## src/rtl/bmu_pkg.sv

```systemverilog
package bmu_pkg;

   typedef enum logic [1:0] {
      BOP_TEST  = 2'b00,
      BOP_FLIP  = 2'b01,
      BOP_CLEAR = 2'b10,
      BOP_SET   = 2'b11
   } bit_op_e;

   function automatic logic op_writes(input bit_op_e op);
      return op != BOP_TEST;
   endfunction

endpackage

```

## src/rtl/bmu_index_sel.sv

```systemverilog
module bmu_index_sel #(
   parameter int NUM_W  = 8,
   parameter int DATA_W = 32,
   parameter int BYTE_W = 8,
   localparam int IDX_W  = $clog2(DATA_W),
   localparam int BIDX_W = $clog2(BYTE_W)
) (
   input  logic [NUM_W-1:0] reg_num,
   input  logic [NUM_W-1:0] imm_num,
   input  logic             use_imm,
   input  logic             is_byte,
   output logic [IDX_W-1:0] idx
);

   logic [NUM_W-1:0] raw;

   always_comb begin
      raw = use_imm ? imm_num : reg_num;
      if (is_byte) idx = IDX_W'(raw[BIDX_W-1:0]);
      else         idx = raw[IDX_W-1:0];
   end

endmodule

```

## src/rtl/bmu_mask_dec.sv

```systemverilog
module bmu_mask_dec #(
   parameter int DATA_W = 32,
   localparam int IDX_W = $clog2(DATA_W)
) (
   input  logic [IDX_W-1:0]  idx,
   output logic [DATA_W-1:0] mask
);

   for (genvar gi = 0; gi < DATA_W; gi++) begin : g_lane
      assign mask[gi] = (idx == IDX_W'(gi));
   end

endmodule

```

## src/rtl/bmu_bit_alu.sv

```systemverilog
module bmu_bit_alu
   import bmu_pkg::*;
#(
   parameter int DATA_W = 32
) (
   input  logic [DATA_W-1:0] operand,
   input  logic [DATA_W-1:0] mask,
   input  bit_op_e           op,
   output logic [DATA_W-1:0] result,
   output logic              zero,
   output logic              write_req
);

   always_comb begin
      zero      = ~|(operand & mask);
      write_req = op_writes(op);
      unique case (op)
         BOP_TEST:  result = operand;
         BOP_FLIP:  result = operand ^ mask;
         BOP_CLEAR: result = operand & ~mask;
         BOP_SET:   result = operand | mask;
         default:   result = operand;
      endcase
   end

endmodule

```

## src/rtl/bit_modify_unit.sv

```systemverilog
module bit_modify_unit
   import bmu_pkg::*;
#(
   parameter int DATA_W   = 32,
   parameter int BYTE_W   = 8,
   parameter int NUM_W    = 8,
   parameter int FLAG_W   = 5,
   parameter int ZERO_POS = 2
) (
   input  logic              clk,
   input  logic              rst_n,
   input  logic              in_valid,
   input  logic [DATA_W-1:0] operand,
   input  logic [NUM_W-1:0]  reg_num,
   input  logic [NUM_W-1:0]  imm_num,
   input  logic              use_imm,
   input  logic [1:0]        op,
   input  logic              is_byte,
   input  logic [FLAG_W-1:0] flags_in,
   output logic              out_valid,
   output logic [DATA_W-1:0] out_operand,
   output logic [FLAG_W-1:0] out_flags,
   output logic              out_we
);

   localparam int IDX_W = $clog2(DATA_W);

   if ((1 << IDX_W) != DATA_W) begin : g_bad_data_w
      $error("DATA_W must be a power of two");
   end
   if (BYTE_W > DATA_W || (1 << $clog2(BYTE_W)) != BYTE_W) begin : g_bad_byte_w
      $error("BYTE_W must be a power of two no wider than DATA_W");
   end
   if (NUM_W < IDX_W) begin : g_bad_num_w
      $error("NUM_W too narrow for DATA_W");
   end
   if (ZERO_POS >= FLAG_W) begin : g_bad_zero_pos
      $error("ZERO_POS outside the flag vector");
   end

   logic [IDX_W-1:0]  idx;
   logic [DATA_W-1:0] mask;
   logic [DATA_W-1:0] result;
   logic              zero;
   logic              write_req;
   logic [FLAG_W-1:0] flags_next;

   bmu_index_sel #(
      .NUM_W (NUM_W),
      .DATA_W(DATA_W),
      .BYTE_W(BYTE_W)
   ) i_index_sel (
      .reg_num(reg_num),
      .imm_num(imm_num),
      .use_imm(use_imm),
      .is_byte(is_byte),
      .idx    (idx)
   );

   bmu_mask_dec #(
      .DATA_W(DATA_W)
   ) i_mask_dec (
      .idx (idx),
      .mask(mask)
   );

   bmu_bit_alu #(
      .DATA_W(DATA_W)
   ) i_bit_alu (
      .operand  (operand),
      .mask     (mask),
      .op       (bit_op_e'(op)),
      .result   (result),
      .zero     (zero),
      .write_req(write_req)
   );

   for (genvar gf = 0; gf < FLAG_W; gf++) begin : g_flag
      if (gf == ZERO_POS) begin : g_zero
         assign flags_next[gf] = zero;
      end else begin : g_pass
         assign flags_next[gf] = flags_in[gf];
      end
   end

   always_ff @(posedge clk) begin
      if (!rst_n) begin
         out_valid   <= 1'b0;
         out_we      <= 1'b0;
         out_operand <= '0;
         out_flags   <= '0;
      end else begin
         out_valid <= in_valid;
         out_we    <= in_valid & write_req;
         if (in_valid) begin
            out_operand <= result;
            out_flags   <= flags_next;
         end
      end
   end

endmodule

```

## config.mk

```make
export PLATFORM = sky130hd
export DESIGN_NAME = bit_modify_unit
export DESIGN_NICKNAME = d
export VERILOG_FILES = /design/src/rtl/bmu_pkg.sv /design/src/rtl/bmu_index_sel.sv /design/src/rtl/bmu_mask_dec.sv /design/src/rtl/bmu_bit_alu.sv /design/src/rtl/bit_modify_unit.sv
export SDC_FILE = /design/constraint.sdc
export NUM_CORES = 1
export LEC_CHECK = 0
export ABC_CLOCK_PERIOD_IN_PS = 2570
export CAP_MARGIN = 20
export CORE_MARGIN = 5
export CORE_UTILIZATION = 30
export CTS_CLUSTER_SIZE = 14
export DETAILED_ROUTE_END_ITERATION = 16
export DONT_BUFFER_PORTS = 1
export PLACE_DENSITY_LB_ADDON = 0.15
export SETUP_SLACK_MARGIN = 0.4
export SLEW_MARGIN = 40
export SYNTH_ARGS = -nofsm -noshare
export SYNTH_HDL_FRONTEND = slang
export SYNTH_SLANG_ARGS = --single-unit
```

## constraint.sdc

```tcl
create_clock -name clk -period 2.57 [get_ports clk]
set_input_delay 0 -clock clk [delete_from_list [all_inputs] [get_ports clk]]
set_output_delay 0 -clock clk [all_outputs]
set_load 0.005 [all_outputs]
```

After elaboration in Yosys (flattened, before gate mapping)
Cells that the tools add are included.

operators by class
  eq/ne operators = 34
  mux-type cells = 3
  bitwise logic cells = 6
  reduce and logical (&&, ||, !) cells = 5

operator list
  cell                number
  $pmux 32 s4         1
  $eq 5x5->1 const B  16
  $and 32x32->32      2
  $eq 5x4->1 const B  8
  $not 32->32         1
  $or 32x32->32       1
  $reduce_or 32->1    1
  $xor 32x32->32      1
  $eq 5x3->1 const B  4
  $eq 5x2->1 const B  2
  $mux 5              2
  $eq 5x1->1 const B  1
  $logic_not 5->1     1
  $eq 2x2->1 const B  2
  $eq 2x1->1 const B  1
  $logic_not 2->1     1
  $reduce_bool 2->1   1
  $and 1x1->1         1
  $logic_not 1->1     1

word-level totals
  flip-flop bits (word level) = 39
  bits of input ports = 60
  word-level logic and storage cells = 52

Depth between registers and ports, before layout
  depth after elaboration = 6
  mapped depth = 11

Hierarchy
Synthesis repeated with hierarchy kept, for this count alone.

unflattened totals
  cells, all modules = 423
  area total of the unflattened synthesis = 4227.8 µm²

modules (own cells, without submodules)
  module           instances  cells an instance  area an instance (µm²)  sequential area each (µm²)
  bmu_bit_alu      1          244                2448.6                  0.0
  bit_modify_unit  1          124                1473.9                  780.7
  bmu_mask_dec     1          47                 221.5                   0.0
  bmu_index_sel    1          8                  83.8                    0.0

Worst setup path before layout
OpenSTA, ideal clock, no wires.

  kind = in2reg
  start = input port use_imm
  end = register out_operand[25]
  setup time = 0.116 ns
  arrival time = 1.788 ns
  data required time = 2.454 ns
  slack = 0.666 ns
  stages on the path = 10
  cells stage by stage = buf_6 -> buf_2 -> nor2_2 -> nand2_1 -> a21oi_2 -> nand2_1 -> ha_1 -> mux4_1 -> mux2i_1 -> nor2b_1

between the ends
  longest elaborated chain between the ends = 6
  elaborated cells between the ends (all ways) = 8
  those cells by class = 1 x eq/ne; 3 x mux; 4 x bitwise

RTL lines
  element               RTL line               text
  from (decl)           bit_modify_unit.sv:16  input logic use_imm,
  $mux 5 (*)            bmu_index_sel.sv:18    raw = use_imm ? imm_num : reg_num;
  $mux 5 (*)            bmu_index_sel.sv:19    if (is_byte) idx = IDX_W'(raw[BIDX_W-1:0]);
  $eq 5x5->1 (*)        bmu_mask_dec.sv:10     assign mask[gi] = (idx == IDX_W'(gi));
  $not 32->32           bmu_bit_alu.sv:20      BOP_CLEAR: result = operand & ~mask;
  $and 32x32->32        bmu_bit_alu.sv:20
  $pmux 32 s4 (*)       bmu_bit_alu.sv:17      unique case (op)
  to (signal assigned)  bit_modify_unit.sv:96  out_operand <= result;
  to (decl)             bit_modify_unit.sv:21  output logic [DATA_W-1:0] out_operand,

Mark *: on every way between the ends. The rest lies on a longest branch, timed or not.
A chain may end at the register's enable or synchronous reset.

Final worst setup path
  start = input port use_imm
  end = register out_operand[11]

between the ends
  longest elaborated chain between the ends = 6
  elaborated cells between the ends (all ways) = 8
  those cells by class = 1 x eq/ne; 3 x mux; 4 x bitwise

RTL lines
  element          RTL line
  $mux 5 (*)       bmu_index_sel.sv:18
  $mux 5 (*)       bmu_index_sel.sv:19
  $eq 5x4->1 (*)   bmu_mask_dec.sv:10
  $not 32->32      bmu_bit_alu.sv:20
  $and 32x32->32   bmu_bit_alu.sv:20
  $pmux 32 s4 (*)  bmu_bit_alu.sv:17

Marked as above.

==> flow_metrics.env <==
export IMPL_critPathSlowestCell="mux4_2"
export IMPL_relSlewSlack_pct=67.1
export IMPL_synth_warnings=0
export IMPL_timing_final_hold_violations=0
export IMPL_swShare_pct=25.8
export IMPL_layout_commonest_cell="ha_1"
export IMPL_cts_htree_levels=2
export IMPL_row_count=44
export IMPL_clockPowerShare_pct=43.3
export IMPL_timing_rr_end="out_operand[31]$_SDFFE_PN0P_"
export IMPL_ff2ff_setup_slack_ps=1950
export IMPL_synth_nets=610
export IMPL_hpwl_mm=8.55
export IMPL_min_period_ps=1830
export IMPL_io_buffer_count=0
export IMPL_grt_max_degree=39
export IMPL_grt_use_total_pct=13.4
export IMPL_power_density_mw_per_mm2=406
export IMPL_path_clk_slew_ps=60
export IMPL_post_cts_buffers=0
export IMPL_combPwrFrac_pct=20.7
export IMPL_grt_first_pass_wirelength_mm=17.6
export IMPL_clockRootBuffer="clkbuf_16"
export IMPL_cp_arrival_ps=2020
export IMPL_synth_cells=454
export IMPL_p_leak_nw=2.19
export IMPL_crit_type="input port to register"
export IMPL_reg2reg_from="out_operand[31]$_SDFFE_PN0P_"
export IMPL_clock_sinks=39
export IMPL_power_mw=1.92
export IMPL_cts_tree="yes"
export IMPL_clk_latency_ps=290
export IMPL_p_int_mw=1.42
export IMPL_drc=0
export IMPL_grt_overflow=0
export IMPL_pwr_share_seq_pct=35.9
export IMPL_rsz0062_at_grt="false"
export IMPL_area_growth_pct=8.47
export IMPL_cts_buffers=5
export IMPL_coreArea_sq_mm=0.0144
export IMPL_setup_ws_ps=738
export IMPL_whs_endpoint="out_operand[13]$_SDFFE_PN0P_"
export IMPL_min_path_type="input port to register"
export IMPL_io_pins=99
export IMPL_crit_path_end_kind="register"
export IMPL_yosysSeqAreaShare_pct=17.9
export IMPL_clock_skew_ps=0
export IMPL_layoutNonFillerInstCount=634
export IMPL_cp_max_fo=17
export IMPL_first_pass_iters=4
export IMPL_min_path_cells=2
export IMPL_cpMostUsedCell="mux2i_1"
export IMPL_cts_resized=0
export IMPL_syn_area_sq_mm=0.00436
export IMPL_grt_pass1_vias=3109
export IMPL_start_kind="input port"
export IMPL_post_place_ws_ps=454
export IMPL_antenna_left=0
export IMPL_vias_per_cell=4.77
export IMPL_final_cell_mix="ha_1, inv_1, nand2_1, nor2b_1, dfxtp_1"
export IMPL_worstRegToRegCells=2
export IMPL_post_drt_wl_per_cell_um=17.6
export IMPL_antenna_found_initial=0
export IMPL_cts_buffer_depth=2
export IMPL_worst_slew_pin_slew_ps=492
export IMPL_dieArea_sq_mm=0.0170
export IMPL_ys_ff_latch=39
export IMPL_period_share_pct=71.3
export IMPL_timing_critical_path_cells="mux2i_1 -> nor2_2 -> nor2_1 -> nand2_1 -> ha_1 -> mux4_2 -> mux2i_1 -> nor2b_1"
export IMPL_switchingPower_mw=0.494
export IMPL_outcome="finished, final reports clean"
export IMPL_finalSetupViolCount=0
export IMPL_num_vias=3024
export IMPL_synth_cell_type_count=35
export IMPL_drv_slew=0
export IMPL_fin_hold_ws_ps=33.9
export IMPL_setup_tns_ps=0
export IMPL_max_stage_delay_ps=450
export IMPL_fin_nets=605
export IMPL_drtIter0Drc=125
export IMPL_drive_above_1_share_pct=11.3
export IMPL_ir_drop_uv=231
export IMPL_wl_mm=11.2
export IMPL_max_clock_freq_mhz=546
export IMPL_place_inst=618
export IMPL_die_y_um=131
export IMPL_start_util_pct=30.3
export IMPL_antenna_cells=0
export IMPL_hold_start="rst_n"
export IMPL_synth_avg_cell_area_sq_um=9.60
export IMPL_max_cap_violations=0
export IMPL_globalplace_congestion=0.802
export IMPL_die_x_um=131
export IMPL_crit_required_ps=2760
==> metrics by stage <==
step                      util [%]  cell area [sq um]
after floorplan                  -               4360
after global placement        30.8               4430
after detailed placement      30.8               4430
after CTS                     32.9               4730
after global routing          32.9               4730
final                         32.9               4730
==> cells in the mapped netlist, drive strengths merged <==
master | instances | area [sq um]
a32oi | 2 | 25.0
dfxtp | 39 | 781
clkbuf | 6 | 22.5
a22o | 2 | 17.5
mux4 | 32 | 728
o22a | 1 | 8.76
buf | 15 | 146
a22oi | 2 | 20.0
o32a | 1 | 10.0
o31ai | 1 | 7.51
inv | 65 | 244
a32o | 2 | 20.0
o32ai | 1 | 8.76
nor2 | 45 | 186
nor4 | 8 | 50.1
nand2b | 4 | 25.0
nor2b | 40 | 250
o22ai | 1 | 6.26
ha | 96 | 1200
nand2 | 45 | 169
or2 | 1 | 6.26
nand3 | 1 | 5.00
a21oi | 2 | 13.8
a21o | 2 | 15.0
mux2i | 37 | 370
nand4 | 2 | 12.5
nand3b | 1 | 7.51
==> final cells by class <==
type                            count  area [sq um]
Fill cell                        1481          9640
Clock buffer                        5           125
Timing Repair Buffer                9           115
Tap cell                          184           230
Inverter                           65           244
Multi-Input combinational cell    329          3160
Sequential cell                    39           781
Clock inverter                      3          67.6
==> cell families after synthesis <==
logic type / synth area share, %
AO/OA/AOI/OAI: 3.50
adder cells (fa/ha/maj): 27.6
buffers and inverters: 9.47
flip-flops: 17.9
multiplexers: 25.2
AND/OR/NAND/NOR: 16.3
==> registers in the layout, summed over array words and instances (netlist names) <==
signal and count:
out_flags 5, out_valid 1, out_we 1, out_operand 32
==> power by group through the flow <==
stage | Clock (mW) | Combinational (mW) | Sequential, mW
2_1_floorplan | 0 | 0.356 | 0.692
3_3_place_gp | 0 | 0.351 | 0.705
3_5_place_dp | 0 | 0.363 | 0.706
4_1_cts | 0.874 | 0.406 | 0.692
5_1_grt | 0.895 | 0.454 | 0.697
6_report | 0.831 | 0.398 | 0.689
==> worst max-delay path: cells and delay by family <==
family                     cells  cell delay, ps
muxes                          3             910
and+or+nand+nor                4             800
adders and majority gates      1             310
==> timing repair <==
item,4_1_cts,5_1_grt
setup endpoints to repair,0,0
hold endpoints to repair,39,0
hold buffers,8,0
==> how the worst max path moves through the flow <==
stage	start	to	slack [ps]	depth (start not counted)
after floorplan	use_imm	out_operand[25]$_SDFFE_PN0P_	670	10
after global placement	use_imm	out_operand[25]$_SDFFE_PN0P_	520	8
after detailed placement	use_imm	out_operand[25]$_SDFFE_PN0P_	450	8
after CTS	use_imm	out_operand[25]$_SDFFE_PN0P_	770	8
after global routing	use_imm	out_operand[25]$_SDFFE_PN0P_	580	8
final	use_imm	out_operand[11]$_SDFFE_PN0P_	740	8
==> layer usage <==
metal / wire (um) / track usage [%]
met1: 4860 / 16.7
met2: 5090 / 21.6
met3: 1040 / 5.16
met4: 165 / 4.36
met5: 0 / 0
Power figures use the tool's default switching activity.
